$ cat src/rtl/oc_skip_pkg.sv
package oc_skip_pkg;

  typedef enum logic [1:0] {
    PH_IDLE  = 2'd0,
    PH_SKIP  = 2'd1,
    PH_WATCH = 2'd2,
    PH_TRIP  = 2'd3
  } oc_phase_t;

endpackage

$ cat src/rtl/oc_cycle_counter.sv
// Counts switching cycles within one protection sequence.
module oc_cycle_counter #(
  parameter int unsigned CNT_W = 5
) (
  input  logic             clk,
  input  logic             rst_n,
  input  logic             clr,
  input  logic             inc,
  output logic [CNT_W-1:0] cnt
);

  always_ff @(posedge clk or negedge rst_n) begin
    if (!rst_n) begin
      cnt <= '0;
    end else if (clr) begin
      cnt <= '0;
    end else if (inc) begin
      cnt <= cnt + 1'b1;
    end
  end

endmodule

$ cat src/rtl/oc_phase_fsm.sv
// Sequencer for the protection phases: idle, skip, watch and tripped.
module oc_phase_fsm
  import oc_skip_pkg::*;
#(
  parameter int unsigned SKIP_CYCLES  = 8,
  parameter int unsigned WATCH_CYCLES = 8,
  parameter int unsigned CNT_W        = 5
) (
  input  logic             clk,
  input  logic             rst_n,
  input  logic             en,
  input  logic             det,
  input  logic [CNT_W-1:0] cnt,
  output oc_phase_t        phase,
  output logic             cnt_clr,
  output logic             cnt_inc
);

  // Cycle index of the last skipped cycle and of the last watched cycle.
  localparam logic [CNT_W-1:0] SKIP_LAST = CNT_W'(SKIP_CYCLES);
  localparam logic [CNT_W-1:0] WIN_LAST  = CNT_W'(SKIP_CYCLES + WATCH_CYCLES);

  oc_phase_t phase_nxt;

  always_comb begin
    phase_nxt = phase;
    cnt_clr   = 1'b1;
    cnt_inc   = 1'b0;
    if (!en) begin
      phase_nxt = PH_IDLE;
    end else begin
      case (phase)
        PH_IDLE: begin
          if (det) begin
            phase_nxt = PH_SKIP;
            cnt_clr   = 1'b0;
            cnt_inc   = 1'b1;
          end
        end
        PH_SKIP: begin
          cnt_clr = 1'b0;
          cnt_inc = 1'b1;
          if (cnt == SKIP_LAST) begin
            phase_nxt = PH_WATCH;
          end
        end
        PH_WATCH: begin
          if (det) begin
            phase_nxt = PH_TRIP;
          end else if (cnt == WIN_LAST) begin
            phase_nxt = PH_IDLE;
          end else begin
            cnt_clr = 1'b0;
            cnt_inc = 1'b1;
          end
        end
        PH_TRIP: begin
          phase_nxt = PH_TRIP;
        end
        default: begin
          phase_nxt = PH_IDLE;
        end
      endcase
    end
  end

  always_ff @(posedge clk or negedge rst_n) begin
    if (!rst_n) begin
      phase <= PH_IDLE;
    end else begin
      phase <= phase_nxt;
    end
  end

endmodule

$ cat src/rtl/oc_drive_gate.sv
// Maps the phase and the live detect flag onto the drive and status outputs.
module oc_drive_gate
  import oc_skip_pkg::*;
(
  input  logic      en,
  input  logic      det,
  input  oc_phase_t phase,
  output logic      hs_inhibit,
  output logic      oc_latch,
  output logic      pg_low_req
);

  logic tripped;
  logic live_hit;

  assign tripped  = (phase == PH_TRIP);
  assign live_hit = det && ((phase == PH_IDLE) || (phase == PH_WATCH));

  always_comb begin
    hs_inhibit = !en || tripped || (phase == PH_SKIP) || live_hit;
    oc_latch   = tripped;
    pg_low_req = tripped;
  end

endmodule

$ cat src/rtl/oc_skip_guard.sv
// Top level of the over-current pulse-skip protection timer.
module oc_skip_guard
  import oc_skip_pkg::*;
#(
  parameter int unsigned SKIP_CYCLES  = 8,
  parameter int unsigned WATCH_CYCLES = 8
) (
  input  logic clk,
  input  logic rst_n,
  input  logic en,
  input  logic ilim_det,
  output logic hs_inhibit,
  output logic oc_latch,
  output logic pg_low_req
);

  localparam int unsigned SEQ_CYCLES = SKIP_CYCLES + WATCH_CYCLES;
  localparam int unsigned CNT_W      = $clog2(SEQ_CYCLES + 1);

  logic [CNT_W-1:0] cnt;
  logic             cnt_clr;
  logic             cnt_inc;
  oc_phase_t        phase;

  oc_cycle_counter #(
    .CNT_W (CNT_W)
  ) u_cnt (
    .clk   (clk),
    .rst_n (rst_n),
    .clr   (cnt_clr),
    .inc   (cnt_inc),
    .cnt   (cnt)
  );

  oc_phase_fsm #(
    .SKIP_CYCLES  (SKIP_CYCLES),
    .WATCH_CYCLES (WATCH_CYCLES),
    .CNT_W        (CNT_W)
  ) u_fsm (
    .clk     (clk),
    .rst_n   (rst_n),
    .en      (en),
    .det     (ilim_det),
    .cnt     (cnt),
    .phase   (phase),
    .cnt_clr (cnt_clr),
    .cnt_inc (cnt_inc)
  );

  oc_drive_gate u_gate (
    .en         (en),
    .det        (ilim_det),
    .phase      (phase),
    .hs_inhibit (hs_inhibit),
    .oc_latch   (oc_latch),
    .pg_low_req (pg_low_req)
  );

endmodule

$ cat config.mk
export PLATFORM = sky130hd
export DESIGN_NAME = oc_skip_guard
export DESIGN_NICKNAME = d
export VERILOG_FILES = /design/src/rtl/oc_skip_pkg.sv /design/src/rtl/oc_cycle_counter.sv /design/src/rtl/oc_phase_fsm.sv /design/src/rtl/oc_drive_gate.sv /design/src/rtl/oc_skip_guard.sv
export SDC_FILE = /design/constraint.sdc
export NUM_CORES = 1
export LEC_CHECK = 0
export CAP_MARGIN = 0
export CORE_AREA = 2 2 39 41
export CTS_BUF_LIST = sky130_fd_sc_hd__clkbuf_4
export CTS_CLUSTER_DIAMETER = 150
export CTS_CLUSTER_SIZE = 24
export DETAILED_ROUTE_END_ITERATION = 7
export DIE_AREA = 0 0 41 43
export PLACE_DENSITY = 0.51
export SLEW_MARGIN = 20
export SYNTH_ARGS = -nofsm -noshare
export SYNTH_HDL_FRONTEND = slang
export SYNTH_SLANG_ARGS = --single-unit
$ cat constraint.sdc
create_clock -name clk -period 1.33 [get_ports clk]
set_input_delay 0.1995 -clock clk [delete_from_list [all_inputs] [get_ports clk]]
set_output_delay 0.1995 -clock clk [all_outputs]
set_load 0.01 [all_outputs]
==> results of run 1 <==
worst paths after layout:
check,startpoint,to,slack (ns),cells past startpoint
setup reg to reg,u_cnt.cnt[1],u_cnt.cnt[4],0.10,5
hold / removal,rst_n,u_cnt.cnt[4],0.20,1
setup / recovery,u_fsm.phase[0],pg_low_req,0.05,2
min in group clk,u_cnt.cnt[0],u_cnt.cnt[0],0.53,2
hold reg to reg,u_cnt.cnt[0],u_cnt.cnt[0],0.53,2
max in group asynchronous,rst_n,u_cnt.cnt[0],0.88,1
per-stage QoR:
step / area [sq um] / instances / total power, mW / utilization [%]
global route: 565.5 / 66 / 0.5475 / 40.87
global placement: 508.0 / 60 / 0.2922 / 36.71
finish: 565.5 / 66 / 0.5135 / 40.87
floorplan: 405.4 / 35 / 0.2615 / -
detailed placement: 508.0 / 60 / 0.2950 / 36.71
CTS: 544.3 / 65 / 0.5163 / 39.33
worst max-delay path, stage by stage, from the launching register on:
cell             delay, ns
dfrtp_1               0.39
and2_2                0.20
clkdlybuf4s15_1       0.23
layer usage:
metal	global-route usage [%]	share of wire, %	up-vias
li1	-	-	148
met1	12.25	40	135
met2	15.94	53	5
met3	6.283	6.3	0
met4	6.000	0	0
met5	0	0	-
synth_stat cells:
cell type	instances	share of area [%]
inv_1	3	2.8
xor2_1	2	4.3
nand4bb_4	1	6.8
or2_4	1	2.2
nand2_1	1	0.93
o221a_2	1	2.8
nand3_1	2	2.5
nor2_1	7	6.5
and2b_2	1	2.2
xnor2_1	1	2.2
a22oi_4	1	5.2
dfrtp_1	7	43
and2_2	1	1.9
o311a_1	1	2.5
ha_1	2	6.2
buf_4	1	1.9
and4bb_4	1	4.0
nand4b_1	1	2.2
logic make-up (layout without fill, tap and decap cells):
group / Yosys count / in the layout / synth area share [%]
buffers and inverters: 4 / 19 / 4.630
DFF: 7 / 7 / 43.21
xor gates and xnor gates: 3 / 3 / 6.483
AOI/OAI and AO/OA: 3 / 3 / 10.49
adders and majority gates: 2 / 2 / 6.172
and+or+nand+nor: 16 / 16 / 29.02
layout make-up:
| type | instances | area share (%) |
|---|---|---|
| clock buffers | 4 | 5.310 |
| inverters | 3 | 1.991 |
| multi-input cells | 24 | 39.60 |
| flip-flops and latches | 7 | 30.97 |
| well taps | 16 | 3.540 |
| repair buffers | 12 | 18.58 |
timing repair:
item,in CTS,in global routing
pin swaps,0,2
cloned,0,0
gates resized for setup,5,3
endpoints found under the setup margin,3,7
buffers inserted,1,1
registers in the layout, summed over array words and instances (netlist names):
register	flops
u_cnt.cnt	5
u_fsm.phase	2
where the power goes:
part / switching (mW) / internal, mW / total (mW)
Sequential: 0.00514 / 0.220 / 0.226
Clock: 0.0758 / 0.135 / 0.210
Combinational: 0.0342 / 0.0432 / 0.0774
==> results by group, run 1 <==
Drt
  • Via count: 288
  • Routed Antenna Nets: 0
  • Routed len/inst: 11.06 um
  • Vias per inst: 4.364
  • Total wire length: 730 um
  • 1st-iter DRT viols: 1
  • DRC viols: 0
  • Drt pass-1 iters: 2

Job
  • Max Cap Violations: 0

STA
  • WHS: 0.2037 ns
  • Setup Viol. Count Final: 0
  • Slew Limit Fails: 0
  • RSZ-0062 raised after global routing: no
  • Tmin final: 1.276 ns
  • Fmax: 0.7836 GHz
  • Worst Clk Skew: 0.006176 ns
  • Final Cycle Share: 95.96%
  • Final WS setup: 0.05376 ns
  • Slew margin rel.: 78.83%
  • Setup TNS: 0 ns
  • Actual slew at the worst max-slew pin: 0.3165 ns
  • Fin. Hold Viols: 0

CTS
  • CTS clk-pin slew, worst paths: 0.05 ns
  • CTS tree: yes
  • CTS Buf Count: 3
  • H-tree depth: 1
  • Clk buf depth: 2
  • Insertion delay to the later sink of the worst-skew pair: 0.25 ns
  • Clock Root Buffer: clkbuf_4
  • Clock Sinks: 7
  • Post-CTS Hold Buffers: 0

Logic synthesis
  • Register bit total from synthesis: 7
  • Post-Syn Nets: 41
  • Seq/Total Area, Yosys: 43.21%
  • Distinct cells, synth: 18
  • Gate Count Post-Synth: 35
  • Synth Warn #: 0
  • Mapped Area: 405.4 sq um
  • Avg Cell Area, Syn: 11.58 sq um

Worst setup path
  • CP required: 1.13 ns
  • Worst Path Arrival: 1.08 ns
  • Crit. End Element: output pin
  • Crit path kind: reg -> out
  • Startpoint types: register
  • Critical path fanouts, max: 3

Floorplan
  • Initial Util: 29.29%
  • Die height: 43 um
  • Core Area: 1384 sq um
  • Ports: 7
  • FP Rows: 14
  • Die W: 41 um
  • Die Area: 1763 sq um

Place
  • Gpl congestion: 0.7212
  • Port-buffer cells: 6
  • Placement Setup Slack: -0.1725 ns
  • Detailed placement HPWL: 563 um

Layout
  • Nets: 57
  • Layout cells sized above 1: 36.00%
  • Area grow syn2layout: 39.51%
  • Most frequent cells in the layout: nor2_1, dfrtp_1, buf_4
  • # diodes: 0
  • Number of fill cells: 139
  • Flip-flop and latch area: 175.2 sq um
  • Multi-input gate area: 224.0 sq um

Global route
  • Vias in the first global route: 299
  • Initial antenna violation count: 0
  • Grt total ovfl: 0
  • First-pass GRT wire length: 1228 um
  • Total GRT Usage: 11.04%
  • Largest net degree at the start of global routing: 8

Power and ir drop
  • Peak supply drop: 0.4268 mV
  • Leakage power: 0.2502 nW
  • Pwr/cell area: 908.0 nW/um^2

Worst hold path
  • Min-delay worst type: in -> async

Run status
  • Outcome: finished clean
Power figures use the tool's default switching activity.
==> inputs of run 2 (changes only) <==
- PLACE_DENSITY: 0.51 -> 0.6
- clock period: 1.33 -> 1.37 ns (I/O delays scaled with it)
==> run 2 against run 1 <==
- final area down 5.5%
- critical path type unchanged
- sequential power down 3%
- total power down 4.9%
- combinational power down 23%
- die area unchanged
- critical path depth unchanged
- clock power about the same
==> results by group, run 2 (synthesis results as in run 1) <==
Run status
  • Outcome: finished clean

Power and ir drop
  • Leakage power: 0.2485 nW (-0.69%)
  • Peak supply drop: 0.4453 mV (+4.3%)
  • Sequential fraction of design power: 45.2% (+1.3 points)
  • Gate power share: 12.2% (-2.9 points)
  • Clock share of power: 42.7% (+1.7 points)
  • Switch Pwr: 0.1116 mW (-3.1%)
  • P_int: 0.3767 mW (-5.4%)
  • Overall power: 0.4883 mW (-4.9%)
  • Net Sw Frac: 22.85% (+0.43 points)
  • Pwr/cell area: 914.0 nW/um^2 (+0.66%)

STA
  • Actual slew at the worst max-slew pin: 0.3133 ns (-0.003172 ns)
  • Final WS setup: 0.03922 ns (-0.01454 ns)
  • Worst Clk Skew: 0.002432 ns (-0.003744 ns)
  • Tmin final: 1.331 ns
  • Slew Limit Fails: 0 (unchanged)
  • Setup TNS: 0 ns (unchanged)
  • RSZ-0062 raised after global routing: yes
  • WHS: 0.2090 ns (+0.005281 ns)
  • Fin. Hold Viols: 0 (unchanged)
  • Final Cycle Share: 97.14%
  • Setup Viol. Count Final: 0 (unchanged)
  • Fmax: 0.7514 GHz
  • Slew margin rel.: 79.04% (+0.21 points)

CTS
  • CTS tree: yes
  • CTS clk-pin slew, worst paths: 0.05 ns (about the same)
  • Clock Root Buffer: clkbuf_4
  • CTS Buf Count: 3 (unchanged)
  • Clk buf depth: 2 (unchanged)
  • H-tree depth: 1 (unchanged)
  • Clock Sinks: 7 (unchanged)
  • Insertion delay to the later sink of the worst-skew pair: 0.25 ns (about the same)
  • Post-CTS Hold Buffers: 0 (unchanged)

Worst setup path
  • Crit. End Element: output pin
  • Crit path kind: reg -> out
  • Worst Path Arrival: 1.13 ns (+0.05 ns)
  • CP required: 1.16 ns (+0.03 ns)
  • Critical path fanouts, max: 3 (unchanged)
  • Startpoint types: register

Floorplan
  • Ports: 7 (unchanged)
  • Core Area: 1384 sq um (unchanged)
  • Die W: 41 um (unchanged)
  • Die Area: 1763 sq um (unchanged)
  • Die height: 43 um (unchanged)
  • Initial Util: 29.29% (unchanged)
  • FP Rows: 14 (unchanged)

Drt
  • DRC viols: 0 (unchanged)
  • Via count: 292 (+1.4%)
  • Drt pass-1 iters: 1 (-1)
  • Total wire length: 690 um (-5.5%)
  • 1st-iter DRT viols: 0 (-1)
  • Routed Antenna Nets: 0 (unchanged)
  • Vias per inst: 4.563 (+4.6%)
  • Routed len/inst: 10.78 um (-2.5%)

Layout
  • Number of fill cells: 135 (-2.9%)
  • Largest register FFs: 5 (unchanged)
  • Top flop regs: u_cnt.cnt: 5 flops, u_fsm.phase: 2 flops
  • Area grow syn2layout: 31.79%
  • Most frequent cells in the layout: nor2_1, dfrtp_1, clkbuf_4, buf_4
  • Top reg by flops: u_cnt.cnt
  • Layout cells sized above 1: 31.25% (-4.7 points)
  • Nets: 55 (-3.5%)
  • # diodes: 0 (unchanged)

Global route
  • Vias in the first global route: 272 (-9.0%)
  • Grt total ovfl: 0 (unchanged)
  • Initial antenna violation count: 0 (unchanged)
  • Total GRT Usage: 10.65% (-0.39 points)
  • Largest net degree at the start of global routing: 8 (unchanged)
  • First-pass GRT wire length: 1152 um (-6.2%)

Job
  • Max Cap Violations: 0 (unchanged)

Place
  • Detailed placement HPWL: 530.1 um (-5.8%)
  • Port-buffer cells: 6 (unchanged)
  • Gpl congestion: 0.6477 (-10%)
  • Placement Setup Slack: -0.1443 ns (+0.02815 ns)

Worst hold path
  • Min-delay worst type: in -> async
[run 2: changes by cell type in the layout (fill, tap and decap cells not counted)]
cell and delta:
clkdlybuf4s15_1 -3, dlygate4sd2_1 +3, ha_1 +1, buf_4 -2
ha_4 -1
[run 2: cell type report]
| cell class | count | area, sq um | area share, % |
|---|---|---|---|
| Timing Repair Buffer | 10 | 86.33 | 16.16 |
| Tap cell | 16 | 20.02 | 3.747 |
| Sequential cell | 7 | 175.2 | 32.79 |
| Multi-Input combinational cell | 24 | 211.5 | 39.58 |
| Clock buffer | 4 | 30.03 | 5.621 |
| Inverter | 3 | 11.26 | 2.108 |
[run 2: power groups by stage]
stage	sequential, mW	combinational, mW	clock (mW)
6_report	0.220	0.0595	0.208
5_1_grt	0.221	0.0656	0.236
4_1_cts	0.220	0.0606	0.216
3_5_place_dp	0.225	0.0576	0
3_3_place_gp	0.225	0.0566	0
2_1_floorplan	0.223	0.0310	0
[run 2: what timing repair did]
action	4_1_cts	5_1_grt
endpoints found under the hold margin	0	0
gates resized for setup	3	0
setup buffers	1	0
setup endpoints to repair	3	2
[run 2: metal layers]
layer  up-vias  global-route usage [%]  wire length (um)
li1        146                       -                 -
met1       133                   12.96               326
met2        10                   13.13               302
met3         3                   4.712                36
met4         0                   10.00                23
met5         -                       0                 0
[run 2: final timing paths]
kind | startpoint | to | slack [ns] | depth (start not counted)
max | u_fsm.phase[0] | oc_latch | 0.04 | 2
min | rst_n | u_cnt.cnt[2] | 0.21 | 1
max reg2reg | u_cnt.cnt[0] | u_cnt.cnt[2] | 0.10 | 5
min reg2reg | u_cnt.cnt[0] | u_cnt.cnt[0] | 0.50 | 1
max in group asynchronous | rst_n | u_fsm.phase[0] | 0.92 | 1
min in group clk | u_cnt.cnt[0] | u_cnt.cnt[0] | 0.50 | 1
[run 2: worst max-delay path, stage by stage (launching register included)]
cell	delay, ns
dfrtp_1	0.40
and2_2	0.20
dlygate4sd2_1	0.28
[run 2: through the flow]
stage               utilization, %  instances  area [sq um]
floorplan                        -         35         405.4
global placement             36.17         59         500.5
detailed placement           36.17         59         500.5
CTS                          38.61         64         534.3
global route                 38.61         64         534.3
finish                       38.61         64         534.3
==> inputs of run 3 (changes only) <==
- CTS_CLUSTER_SIZE: 24 -> default
- SLEW_MARGIN: 20 -> default
==> results of run 3 <==
Final layout, timing and power as in run 2 (identical DEF).
